[src/rtl/hp_pkg.sv]
package hp_pkg;
    localparam int          DATA_W  = 8;
    localparam logic [3:0]  HALF_T  = 4'd7;
    localparam logic [3:0]  LAST_T  = 4'd15;

    typedef enum logic [1:0] {RX_IDLE, RX_START, RX_BITS, RX_STOP} rx_state_t;

    typedef struct packed {
        logic              cmd;
        logic [DATA_W-1:0] data;
    } rx_item_t;

    function automatic logic par_bit(input logic [DATA_W-1:0] d, input logic odd);
        return (^d) ^ odd;
    endfunction
endpackage

[src/rtl/hp_tick.sv]
module hp_tick #(
    parameter int DIV_W = 16
) (
    input  logic             clk,
    input  logic             rst,
    input  logic [DIV_W-1:0] cfg_div,
    output logic             tick
);
    logic [DIV_W-1:0] cnt;
    logic [DIV_W-1:0] lim;

    assign lim  = (cfg_div == '0) ? '0 : cfg_div - 1'b1;
    assign tick = (cnt >= lim);

    always_ff @(posedge clk) begin
        if (rst || tick) cnt <= '0;
        else             cnt <= cnt + 1'b1;
    end
endmodule

[src/rtl/hp_fifo.sv]
module hp_fifo #(
    parameter int WIDTH = 8,
    parameter int DEPTH = 4
) (
    input  logic                   clk,
    input  logic                   rst,
    input  logic                   push,
    input  logic [WIDTH-1:0]       wdata,
    input  logic                   pop,
    output logic [WIDTH-1:0]       rdata,
    output logic                   full,
    output logic                   empty,
    output logic [$clog2(DEPTH):0] count
);
    localparam int AW = $clog2(DEPTH);

    logic [WIDTH-1:0] mem [DEPTH];
    logic [AW-1:0]    wr_ptr, rd_ptr;
    logic             push_ok, pop_ok;

    assign full    = (count == (AW+1)'(DEPTH));
    assign empty   = (count == '0);
    assign push_ok = push && !full;
    assign pop_ok  = pop && !empty;
    assign rdata   = mem[rd_ptr];

    always_ff @(posedge clk) begin
        if (push_ok) mem[wr_ptr] <= wdata;
    end

    always_ff @(posedge clk) begin
        if (rst) begin
            wr_ptr <= '0;
            rd_ptr <= '0;
            count  <= '0;
        end else begin
            if (push_ok) wr_ptr <= wr_ptr + 1'b1;
            if (pop_ok)  rd_ptr <= rd_ptr + 1'b1;
            case ({push_ok, pop_ok})
                2'b10:   count <= count + 1'b1;
                2'b01:   count <= count - 1'b1;
                default: count <= count;
            endcase
        end
    end
endmodule

[src/rtl/hp_rx.sv]
module hp_rx
    import hp_pkg::*;
(
    input  logic     clk,
    input  logic     rst,
    input  logic     tick,
    input  logic     line,
    input  logic     par_en,
    input  logic     par_odd,
    input  logic     cmd_mode,
    output logic     wr_en,
    output rx_item_t wr_item,
    output logic     frame_err,
    output logic     par_err
);
    rx_state_t         st;
    logic [3:0]        tcnt, bidx, last_idx;
    logic [DATA_W:0]   shreg;
    logic [DATA_W-1:0] data_w;

    assign last_idx = par_en ? 4'd8 : 4'd7;
    assign data_w   = par_en ? shreg[DATA_W-1:0] : shreg[DATA_W:1];

    always_ff @(posedge clk) begin
        if (rst) begin
            st        <= RX_IDLE;
            tcnt      <= '0;
            bidx      <= '0;
            shreg     <= '0;
            wr_en     <= 1'b0;
            wr_item   <= '0;
            frame_err <= 1'b0;
            par_err   <= 1'b0;
        end else begin
            wr_en <= 1'b0;
            if (tick) begin
                unique case (st)
                    RX_IDLE: begin
                        if (!line) begin
                            st   <= RX_START;
                            tcnt <= '0;
                        end
                    end
                    RX_START: begin
                        if (tcnt == HALF_T) begin
                            st   <= line ? RX_IDLE : RX_BITS;
                            tcnt <= '0;
                            bidx <= '0;
                        end else begin
                            tcnt <= tcnt + 1'b1;
                        end
                    end
                    RX_BITS: begin
                        if (tcnt == LAST_T) begin
                            shreg <= {line, shreg[DATA_W:1]};
                            tcnt  <= '0;
                            bidx  <= bidx + 1'b1;
                            if (bidx == last_idx) st <= RX_STOP;
                        end else begin
                            tcnt <= tcnt + 1'b1;
                        end
                    end
                    RX_STOP: begin
                        if (tcnt == LAST_T) begin
                            st   <= RX_IDLE;
                            tcnt <= '0;
                            if (!line) begin
                                frame_err <= 1'b1;
                            end else if (par_en && (shreg[DATA_W] != par_bit(data_w, par_odd))) begin
                                par_err <= 1'b1;
                            end else begin
                                wr_en   <= 1'b1;
                                wr_item <= '{cmd: cmd_mode, data: data_w};
                            end
                        end else begin
                            tcnt <= tcnt + 1'b1;
                        end
                    end
                endcase
            end
        end
    end
endmodule

[src/rtl/hp_tx.sv]
module hp_tx
    import hp_pkg::*;
(
    input  logic              clk,
    input  logic              rst,
    input  logic              tick,
    input  logic              avail,
    input  logic [DATA_W-1:0] data,
    input  logic              rts_hold,
    input  logic              par_en,
    input  logic              par_odd,
    output logic              pop,
    output logic              line,
    output logic              busy
);
    logic [DATA_W+2:0] shreg;
    logic [3:0]        tcnt, bidx, last_idx;

    assign pop  = !busy && avail && !rts_hold;
    assign line = busy ? shreg[0] : 1'b1;

    always_ff @(posedge clk) begin
        if (rst) begin
            busy     <= 1'b0;
            shreg    <= '1;
            tcnt     <= '0;
            bidx     <= '0;
            last_idx <= '0;
        end else if (pop) begin
            busy     <= 1'b1;
            shreg    <= {1'b1, (par_en ? par_bit(data, par_odd) : 1'b1), data, 1'b0};
            last_idx <= par_en ? 4'd10 : 4'd9;
            tcnt     <= '0;
            bidx     <= '0;
        end else if (busy && tick) begin
            if (tcnt == LAST_T) begin
                shreg <= {1'b1, shreg[DATA_W+2:1]};
                tcnt  <= '0;
                if (bidx == last_idx) busy <= 1'b0;
                else                  bidx <= bidx + 1'b1;
            end else begin
                tcnt <= tcnt + 1'b1;
            end
        end
    end
endmodule

[src/rtl/hostport_uart.sv]
module hostport_uart
    import hp_pkg::*;
#(
    parameter int DIV_W    = 16,
    parameter int RX_DEPTH = 8,
    parameter int TX_DEPTH = 4,
    parameter int CTS_ROOM = 3
) (
    input  logic             clk,
    input  logic             rst,
    input  logic [DIV_W-1:0] cfg_div,
    input  logic             cfg_par_en,
    input  logic             cfg_par_odd,
    input  logic             cmd_mode,
    input  logic             ser_in,
    output logic             ser_out,
    input  logic             rts_hold,
    output logic             cts_stop,
    input  logic             tx_valid,
    input  logic [7:0]       tx_data,
    output logic             tx_ready,
    output logic             rx_valid,
    output logic [7:0]       rx_data,
    output logic             rx_cmd,
    input  logic             rx_ready,
    output logic             frame_err,
    output logic             par_err
);
    localparam int RX_CW = $clog2(RX_DEPTH) + 1;
    localparam int TX_CW = $clog2(TX_DEPTH) + 1;
    localparam int ITEM_W = $bits(rx_item_t);

    logic [1:0]        in_sync;
    logic              tick;
    logic              rx_wr;
    rx_item_t          rx_witem, rx_ritem;
    logic              rx_full, rx_empty;
    logic [RX_CW-1:0]  rx_count;
    logic              tx_full, tx_empty, tx_pop, tx_busy;
    logic [7:0]        tx_head;
    logic [TX_CW-1:0]  tx_count;

    always_ff @(posedge clk) begin
        if (rst) in_sync <= 2'b11;
        else     in_sync <= {in_sync[0], ser_in};
    end

    hp_tick #(.DIV_W(DIV_W)) u_tick (
        .clk(clk), .rst(rst), .cfg_div(cfg_div), .tick(tick)
    );

    hp_rx u_rx (
        .clk(clk), .rst(rst), .tick(tick), .line(in_sync[1]),
        .par_en(cfg_par_en), .par_odd(cfg_par_odd), .cmd_mode(cmd_mode),
        .wr_en(rx_wr), .wr_item(rx_witem), .frame_err(frame_err), .par_err(par_err)
    );

    hp_fifo #(.WIDTH(ITEM_W), .DEPTH(RX_DEPTH)) u_rx_fifo (
        .clk(clk), .rst(rst), .push(rx_wr), .wdata(rx_witem), .pop(rx_ready),
        .rdata(rx_ritem), .full(rx_full), .empty(rx_empty), .count(rx_count)
    );

    assign rx_valid = !rx_empty;
    assign rx_data  = rx_ritem.data;
    assign rx_cmd   = rx_ritem.cmd;

    always_ff @(posedge clk) begin
        if (rst) cts_stop <= 1'b0;
        else     cts_stop <= (rx_count >= RX_CW'(RX_DEPTH - CTS_ROOM));
    end

    hp_fifo #(.WIDTH(8), .DEPTH(TX_DEPTH)) u_tx_fifo (
        .clk(clk), .rst(rst), .push(tx_valid), .wdata(tx_data), .pop(tx_pop),
        .rdata(tx_head), .full(tx_full), .empty(tx_empty), .count(tx_count)
    );

    assign tx_ready = !tx_full;

    hp_tx u_tx (
        .clk(clk), .rst(rst), .tick(tick), .avail(!tx_empty), .data(tx_head),
        .rts_hold(rts_hold), .par_en(cfg_par_en), .par_odd(cfg_par_odd),
        .pop(tx_pop), .line(ser_out), .busy(tx_busy)
    );
endmodule

[config.mk]
export PLATFORM = sky130hd
export DESIGN_NAME = hostport_uart
export DESIGN_NICKNAME = d
export VERILOG_FILES = /design/src/rtl/hp_pkg.sv /design/src/rtl/hp_tick.sv /design/src/rtl/hp_fifo.sv /design/src/rtl/hp_rx.sv /design/src/rtl/hp_tx.sv /design/src/rtl/hostport_uart.sv
export SDC_FILE = /design/constraint.sdc
export NUM_CORES = 1
export LEC_CHECK = 0
export ABC_AREA = 1
export BUFFER_PORTS_ARGS = -buffer_cell sky130_fd_sc_hd__buf_2
export CORE_MARGIN = 3
export CORE_UTILIZATION = 30
export CTS_CLUSTER_SIZE = 8
export DETAILED_ROUTE_END_ITERATION = 8
export GPL_TIMING_DRIVEN = 0
export MAX_ROUTING_LAYER = met4
export PLACE_DENSITY_LB_ADDON = 0.12
export SYNTH_ARGS = -nofsm -noshare
export SYNTH_HDL_FRONTEND = slang
export SYNTH_SLANG_ARGS = --single-unit
[constraint.sdc]
create_clock -name clk -period 3 [get_ports clk]
set_clock_uncertainty 0.15 [all_clocks]
set_input_delay 0 -clock clk [delete_from_list [all_inputs] [get_ports clk]]
set_output_delay 0 -clock clk [all_outputs]
set_load 0.01 [all_outputs]
==> summary.md, run 1 <==
| Metric | Value |
|---|---|
| RSZ-0062 raised after global routing | `yes` |
| Row count | `65` |
| Mapped Nets | `between 1000 and 1500` |
| Syn. warnings | `0` |
| H-tree levels | `4` |
| Layout area overhead | `17.1%` |
| Synth area leaders | `edfxtp_1, dfxtp_1, nand2_1` |
| DR vias/cell | `4.46` |
| Worst Hold Class | `in2reg` |
| Post-synthesis async set-or-reset flop share | `0%` |
| Finished Layout Cells | `1691` |
| Fin Setup TNS | `0 ns` |
| Required time worst endpoint | `between 3 and 4 ns` |
| Vias | `7540` |
| Gpl congestion | `0.791` |
| Critical path depth | `10` |
| Share of cells above drive strength 1 | `12.4%` |
| Largest net degree at the start of global routing | `24` |
| PwrDens | `646 nW/um2` |
| Crit path cell chain | `nor3_1, nor3_1, clkbuf_1, ha_1, inv_1, fa_1, a21oi_1, o21ai_0, o21ai_0, a21oi_1` |
| Number of port buffers | `46` |
| FF-to-FF path depth | `10` |
| Sequential share of the synthesized area | `51.2%` |
| Largest family of logic cells by synthesized area | `simple AND/OR/NAND/NOR gates` |
| Initial Utilization | `30.7%` |
| First-pass GRT wire length | `36900 um` |
| Buf/Inv on CP | `2` |
| Post CTS Setup Buffer Count | `0` |
| Die Height | `187 um` |
| Simple-Gate Fraction of Synth Area | `25.8%` |
| Unique masters post-synth | `50` |
| Syn Inst Count | `approximately 1200` |
| GRT Total Usage | `a little over an eighth` |
| Worst-Skew Late Latency | `0.46 ns` |
| CORE AREA | `31900 um2` |
| Residual DRC | `0` |
| Final min period | `2.73 ns` |
| ANT nets after route | `0` |
| Final wirelength | `22100 um` |
| Crit-path max cell delay | `between 0.5 and 0.6 ns` |
| Yosys reg bits | `198` |
| Final Hold Fails | `0` |
| Critical-path top delay cell | `nor3_1` |
| Endpoint class of the critical path | `flip-flop` |
| Ports | `48` |
| TritonRoute pass-1 iters | `5` |
| Crit path launch type | `flip-flop` |
| Average cell area after synthesis | `between 8 and 9 um2` |
| Pleak | `4.39 nW` |
| CP arrival | `2.91 ns` |
| Vias in the first global route | `7276` |
| TritonCTS buffer count | `17` |
| GRT overflow | `0` |
| Synth Area in XOR/XNOR | `between 1.5 and 2%` |
| Synth Area in Adders | `5.27%` |
| Final setup vio count | `0` |
| Avg WL per Cell | `approximately 13 um` |
| Max clock buf depth | `2` |
| Top-area cell type share of the netlist area | `31.9%` |
| Initial antenna violation count | `1` |
| Placed cell count | `between 1500 and 2000` |
| Relative slew slack | `35.6%` |
| Die W | `between 150 and 200 um` |
| CTS sink count | `198` |
| Worst Hold Path Cells | `5` |
| Crit share post-route | `91.0%` |
| Die ar. | `34800 um2` |
| Peak VDD IR | `just over 500 uV` |
| Run status | `completed` |
| CTS tree | `yes` |
| Fmax | `about 370 MHz` |
| Crit Path Class | `reg2reg` |
| Post-DP HPWL | `16200 um` |
| Top delay family on crit path | `adder cells` |
| Layout Nets | `1315` |
| Root Driver | `clkbuf_16` |
| CTS clk-pin slew, worst paths | `0.09 ns` |
| CP Max Fanout | `10` |
| Mux contribution to synthesized area | `0%` |
| Top FF cell, synth | `edfxtp_1` |
| Drt initial violations | `313` |
| Complex-gate fraction of the synthesized area | `10.4%` |
| Cell taking the most area after synthesis | `edfxtp_1` |
| Max-cap violations | `0` |
| Post-Synthesis Cell Area | `a little under 10000 um2` |
| EDFF count, synth | `between 100 and 150` |
| Worst Tran Pin Value | `0.963 ns` |
| Slew Viols, Final | `0` |
[cell usage after synthesis, drive strengths merged, types with 11 or more instances]
| cell | instances |
|---|---|
| a31oi | 11 |
| xor2 | 12 |
| a21oi | 65 |
| edfxtp | 104 |
| o21ai | 88 |
| nand3 | 82 |
| clkbuf | 23 |
| ha | 38 |
| nor3 | 11 |
| inv | 98 |
| nor2 | 170 |
| or2 | 13 |
| dfxtp | 94 |
| nand2 | 293 |
[tightest hold or removal path, delay by kind of cell]
| kind | cells | cell delay [ns] |
|---|---|---|
| buffers and inverters | 1 | 0.09 |
| AND/OR/NAND/NOR | 4 | 0.51 |
[final timing paths]
path | slack, ns | start | endpoint
setup / recovery | 0.27 | u_tx_fifo.count[1]$_SDFFE_PP0P_ | u_tx_fifo.count[2]$_SDFFE_PP0P_
hold / removal | 0.03 | rts_hold | u_tx.shreg[4]$_SDFFE_PP1P_
setup reg to reg | 0.27 | u_tx_fifo.count[1]$_SDFFE_PP0P_ | u_tx_fifo.count[2]$_SDFFE_PP0P_
hold reg to reg | 0.26 | in_sync[0]$_SDFF_PP1_ | in_sync[1]$_SDFF_PP1_
[state kept, by name, indices dropped and copies added, names as in the netlist, 2 cells and up, named ones only]
name,count
u_rx_fifo.rd_ptr,3
u_tx_fifo.count,3
u_tx.bidx,4
u_tx.shreg,10
u_tx.last_idx,3
u_tx_fifo.rd_ptr,2
u_tx.tcnt,4
u_tx_fifo.mem,32
u_rx.shreg,9
u_rx.wr_item,9
u_rx.bidx,4
u_rx.tcnt,4
u_tx_fifo.wr_ptr,2
u_rx_fifo.mem,72
in_sync,2
u_rx_fifo.wr_ptr,3
u_rx_fifo.count,4
u_tick.cnt,16
[power by group]
| part | switching (mW) | internal, mW |
|---|---|---|
| clock network | 1.24 | 1.17 |
| logic | 1.25 | 0.626 |
| registers | 0.101 | 3.02 |
[through the flow]
step           total power, mW  utilization, %  worst slack, ns  area [um2]  hold slack [ns]
4_1_cts                   7.53            35.7           0.0276       11400          0.00245
2_1_floorplan             4.49               -            0.150        9780          -0.0511
6_report                  7.40            35.9            0.271       11500           0.0260
5_1_grt                   7.95            35.9          -0.0188       11500           0.0496
3_3_place_gp              5.04            33.1           -0.855       10600           0.0695
3_5_place_dp              5.06            33.1           -0.877       10600           0.0709
[cell type report]
class                   count  area, um2
plain buffers              33        185
clock inverters            15        211
well taps                 435        544
repair buffers             62        390
multi-input cells         830       4310
diodes                      1       2.50
clock buffers              17        425
inverters                 100        384
flip-flops and latches    198       5000
fillers                  3430      20400
[kinds of logic (layout without fill, tap and decap cells)]
| kind of cell | Yosys count | after routing |
|---|---|---|
| AOI/OAI and AO/OA | 181 | 181 |
| xor gates and xnor gates | 19 | 19 |
| adders and majority gates | 40 | 40 |
| buffers and inverters | 133 | 227 |
| DFF | 198 | 198 |
| other | 0 | 1 |
| and+or+nand+nor | 590 | 590 |
[per-layer routing]
metal	up-vias	GRT usage (%)	share of wire, %
met5	-	-	0
met2	64	22.1	48
met3	12	2.67	2.3
li1	4029	-	-
met4	0	3.87	1.0
met1	3435	16.6	48
[layout by cell type, fill, tap and decap left out, types with 12 or more instances in the layout]
cell	count
dfxtp_1	94
a21oi_1	55
clkbuf_1	22
nand3_1	77
inv_1	95
o21ai_0	77
dlygate4sd3_1	16
nor2_1	163
xor2_1	12
ha_1	37
or2_2	12
nand2_1	279
edfxtp_1	104
clkbuf_16	17
buf_2	50
[timing repair]
item,4_1_cts,5_1_grt
gates cloned,0,0
pin swaps,0,1
endpoints found under the hold margin,57,0
hold buffers,16,0
resized for setup,7,17
endpoints found under the setup margin,56,61
Power figures use the tool's default switching activity.
==> run 2, diff against run 1 <==
CORE_MARGIN = unset   (was 3)
clock period = 2.7 ns   (was 3 ns; I/O delays follow)
==> run 2 against run 1 <==
Flip-flop and latch count unchanged. Critical path depth increased by 8. Cell area grew 2.5%. Via count increased by 0.65%. Clock power rose by 13%. Wire length barely moved. Worst setup slack worse by 0.12 ns. Power rose by 14%. Worst hold slack better by 0.13 ns. Register-to-register slack hardly changed. Utilization increased by 1.0 points. Largest power group unchanged.
==> summary.md, run 2 (synthesis gave the netlist of run 1 again) <==
| Metric | Value |
|---|---|
| Run status | `completed (unchanged)` |
| Util after Layout | `36.9% (was 35.9%)` |
| Final setup vio count | `0 (unchanged)` |
| Worst-Skew Late Latency | `0.44 ns (was 0.46 ns)` |
| Final WS setup | `0.149 ns (was 0.271 ns)` |
| Slew Viols, Final | `0 (unchanged)` |
| Area of the multi-input gates | `4470 um2 (was 4310 um2)` |
| PwrDens | `720 nW/um2 (was 646 nW/um2)` |
| CORE AREA | `31800 um2 (was 31900 um2)` |
| Relative slew slack | `34.6% (was 35.6%)` |
| Crit Path Class | `in2reg (was reg2reg)` |
| Die W | `183 um (was 187 um)` |
| Share of cells above drive strength 1 | `15.9% (was 12.4%)` |
| Commonest non-fill, non-tap cells in the layout | `nand2_1, nor2_1, edfxtp_1 (unchanged)` |
| Pleak | `4.92 nW (was 4.39 nW)` |
| Number of port buffers | `46 (unchanged)` |
| Max clock buf depth | `2 (unchanged)` |
| ANT nets after route | `0 (unchanged)` |
| Min Hold Slack | `0.158 ns (was 0.0260 ns)` |
| Largest net degree at the start of global routing | `25 (was 24)` |
| Placed Area | `10600 um2 (about the same)` |
| Layout Nets | `1328 (was 1315)` |
| TritonCTS buffer count | `17 (unchanged)` |
| Layout area overhead | `20.1% (was 17.1%)` |
| GRT Total Usage | `14.0% (was 13.4%)` |
| CP arrival | `2.77 ns (was 2.91 ns)` |
| Internal power | `5.44 mW (was 4.81 mW)` |
| Die Height | `183 um (was 187 um)` |
| Peak VDD IR | `365 uV (was 506 uV)` |
| Crit-path max cell delay | `0.49 ns (was 0.51 ns)` |
| Final Hold Fails | `0 (unchanged)` |
| Top flop regs | `u_rx_fifo.mem: 72 flops, u_tx_fifo.mem: 32 flops, u_tick.cnt: 16 flops (unchanged)` |
| Sequential cell fraction of total power | `41.3% (was 42.1%)` |
| Gpl congestion | `0.776 (was 0.791)` |
| Row count | `65 (unchanged)` |
| Fin Setup TNS | `0 ns (unchanged)` |
| Largest Register | `u_rx_fifo.mem (unchanged)` |
| Required time worst endpoint | `2.92 ns (was 3.18 ns)` |
| Net Sw Power | `3.01 mW (was 2.59 mW)` |
| Max FFs per register | `72 (unchanged)` |
| Residual DRC | `0 (unchanged)` |
| Finished Layout Cells | `1703 (was 1691)` |
| Endpoint class of the critical path | `flip-flop (unchanged)` |
| RSZ-0062 raised after global routing | `yes (unchanged)` |
| Worst Hold Class | `in2reg (unchanged)` |
| Crit path cell chain | `buf_2, inv_2, ha_2, nand2_2, nor2_4, a21oi_1, or3b_2, ha_1, nand2_1, nor3_4, nand3_2, nand3_4, nand2_4, nor2_4, inv_2, nand2_4, nand2_2, nand3_2 (was nor3_1, nor3_1, clkbuf_1, ha_1, inv_1, fa_1, a21oi_1, o21ai_0, o21ai_0, a21oi_1)` |
| Pre-CTS WS | `-0.902 ns (was -0.877 ns)` |
| Fillers | `3260 (was 3430)` |
| Clk pwr share | `32.2% (was 32.5%)` |
| Final wirelength | `22100 um (about the same)` |
| CTS sink count | `198 (unchanged)` |
| Placed cell count | `1642 (unchanged)` |
| Commonest non-fill, non-tap cell in the layout | `nand2_1 (unchanged)` |
| GRT overflow | `0 (unchanged)` |
| First-pass GRT wire length | `36000 um (was 36900 um)` |
| Critical-path top delay cell | `or3b_2 (was nor3_1)` |
| Crit path launch type | `input pin (was flip-flop)` |
| H-tree levels | `4 (unchanged)` |
| Crit share post-route | `between 90% and 100%` |
| Root Driver | `clkbuf_16 (unchanged)` |
| Ports | `48 (unchanged)` |
| Logic pwr share | `26.5% (was 25.3%)` |
| Max-cap violations | `0 (unchanged)` |
| CP Max Fanout | `8 (was 10)` |
| N_diodes | `0 (was 1)` |
| DR vias/cell | `4.46 (about the same)` |
| Avg WL per Cell | `13.0 um (was 13.1 um)` |
| Die ar. | `33300 um2 (was 34800 um2)` |
| CTS clk-pin slew, worst paths | `0.09 ns (about the same)` |
| Net Sw Frac | `35.7% (was 35.0%)` |
| Storage cell area | `5000 um2 (unchanged)` |
| CTS tree | `yes (unchanged)` |
| Initial Utilization | `30.8% (was 30.7%)` |
| Final min period | `between 2 and 3 ns` |
| Fmax | `392 MHz` |
| Vias in the first global route | `7149 (was 7276)` |
| Post-DP HPWL | `15900 um (was 16200 um)` |
| Final Cell Area | `11700 um2 (was 11500 um2)` |
| Pwr Total | `8.45 mW (was 7.40 mW)` |
| Drt initial violations | `363 (was 313)` |
| TritonRoute pass-1 iters | `4 (was 5)` |
| Initial antenna violation count | `0 (was 1)` |
| Worst Tran Pin Value | `0.978 ns (was 0.963 ns)` |
| Vias | `7589 (was 7540)` |
run 2: path summary, 6_finish.rpt:
check                                  start                               to  slack [ns]  depth (start not counted)
min reg2reg            in_sync[0]$_SDFF_PP1_            in_sync[1]$_SDFF_PP1_        0.27                          1
min                               tx_data[0]    u_tx_fifo.mem[3][0]$_DFFE_PP_        0.16                          2
max reg2reg  u_tx_fifo.count[2]$_SDFFE_PP0P_  u_tx_fifo.count[2]$_SDFFE_PP0P_        0.28                         10
max                               cfg_div[0]       u_tx.shreg[1]$_SDFFE_PP1P_        0.15                         18
run 2: what timing repair did:
item | CTS | global route
endpoints found under the setup margin | 63 | 64
gates cloned | 1 | 2
hold buffers | 15 | 1
pin swaps | 17 | 16
buffers inserted | 5 | 6
gates resized for setup | 39 | 38
endpoints found under the hold margin | 54 | 1
run 2: layout make-up:
| cell class | instances | area share [%] |
|---|---|---|
| Timing Repair Buffer | 74 | 4.34 |
| Tap cell | 435 | 4.63 |
| Multi-Input combinational cell | 832 | 38.0 |
| Buffer | 32 | 1.68 |
| Clock buffer | 17 | 3.62 |
| Sequential cell | 198 | 42.6 |
| Inverter | 100 | 3.26 |
| Clock inverter | 15 | 1.81 |
run 2: worst max-delay path: cells and delay by family:
family,cells,cell delay [ns]
AOI/OAI and AO/OA,1,0.07
adders and majority gates,2,0.50
and+or+nand+nor,12,1.89
buffers and inverters,3,0.29
run 2: power groups by stage:
| stage | clock network, mW | registers (mW) | logic [mW] |
|---|---|---|---|
| CTS | 2.80 | 3.49 | 2.20 |
| global route | 2.90 | 3.52 | 2.58 |
| detailed placement | 0 | 3.53 | 2.19 |
| global placement | 0 | 3.53 | 2.18 |
| finish | 2.72 | 3.49 | 2.24 |
| floorplan | 0 | 3.50 | 1.58 |
run 2: routing by layer:
metal	track usage [%]	vias to the layer above	part of all wire [%]
met5	-	-	0
li1	-	4064	-
met1	18.1	3448	49
met3	2.26	8	2.2
met4	3.53	0	0.71
met2	22.8	69	48
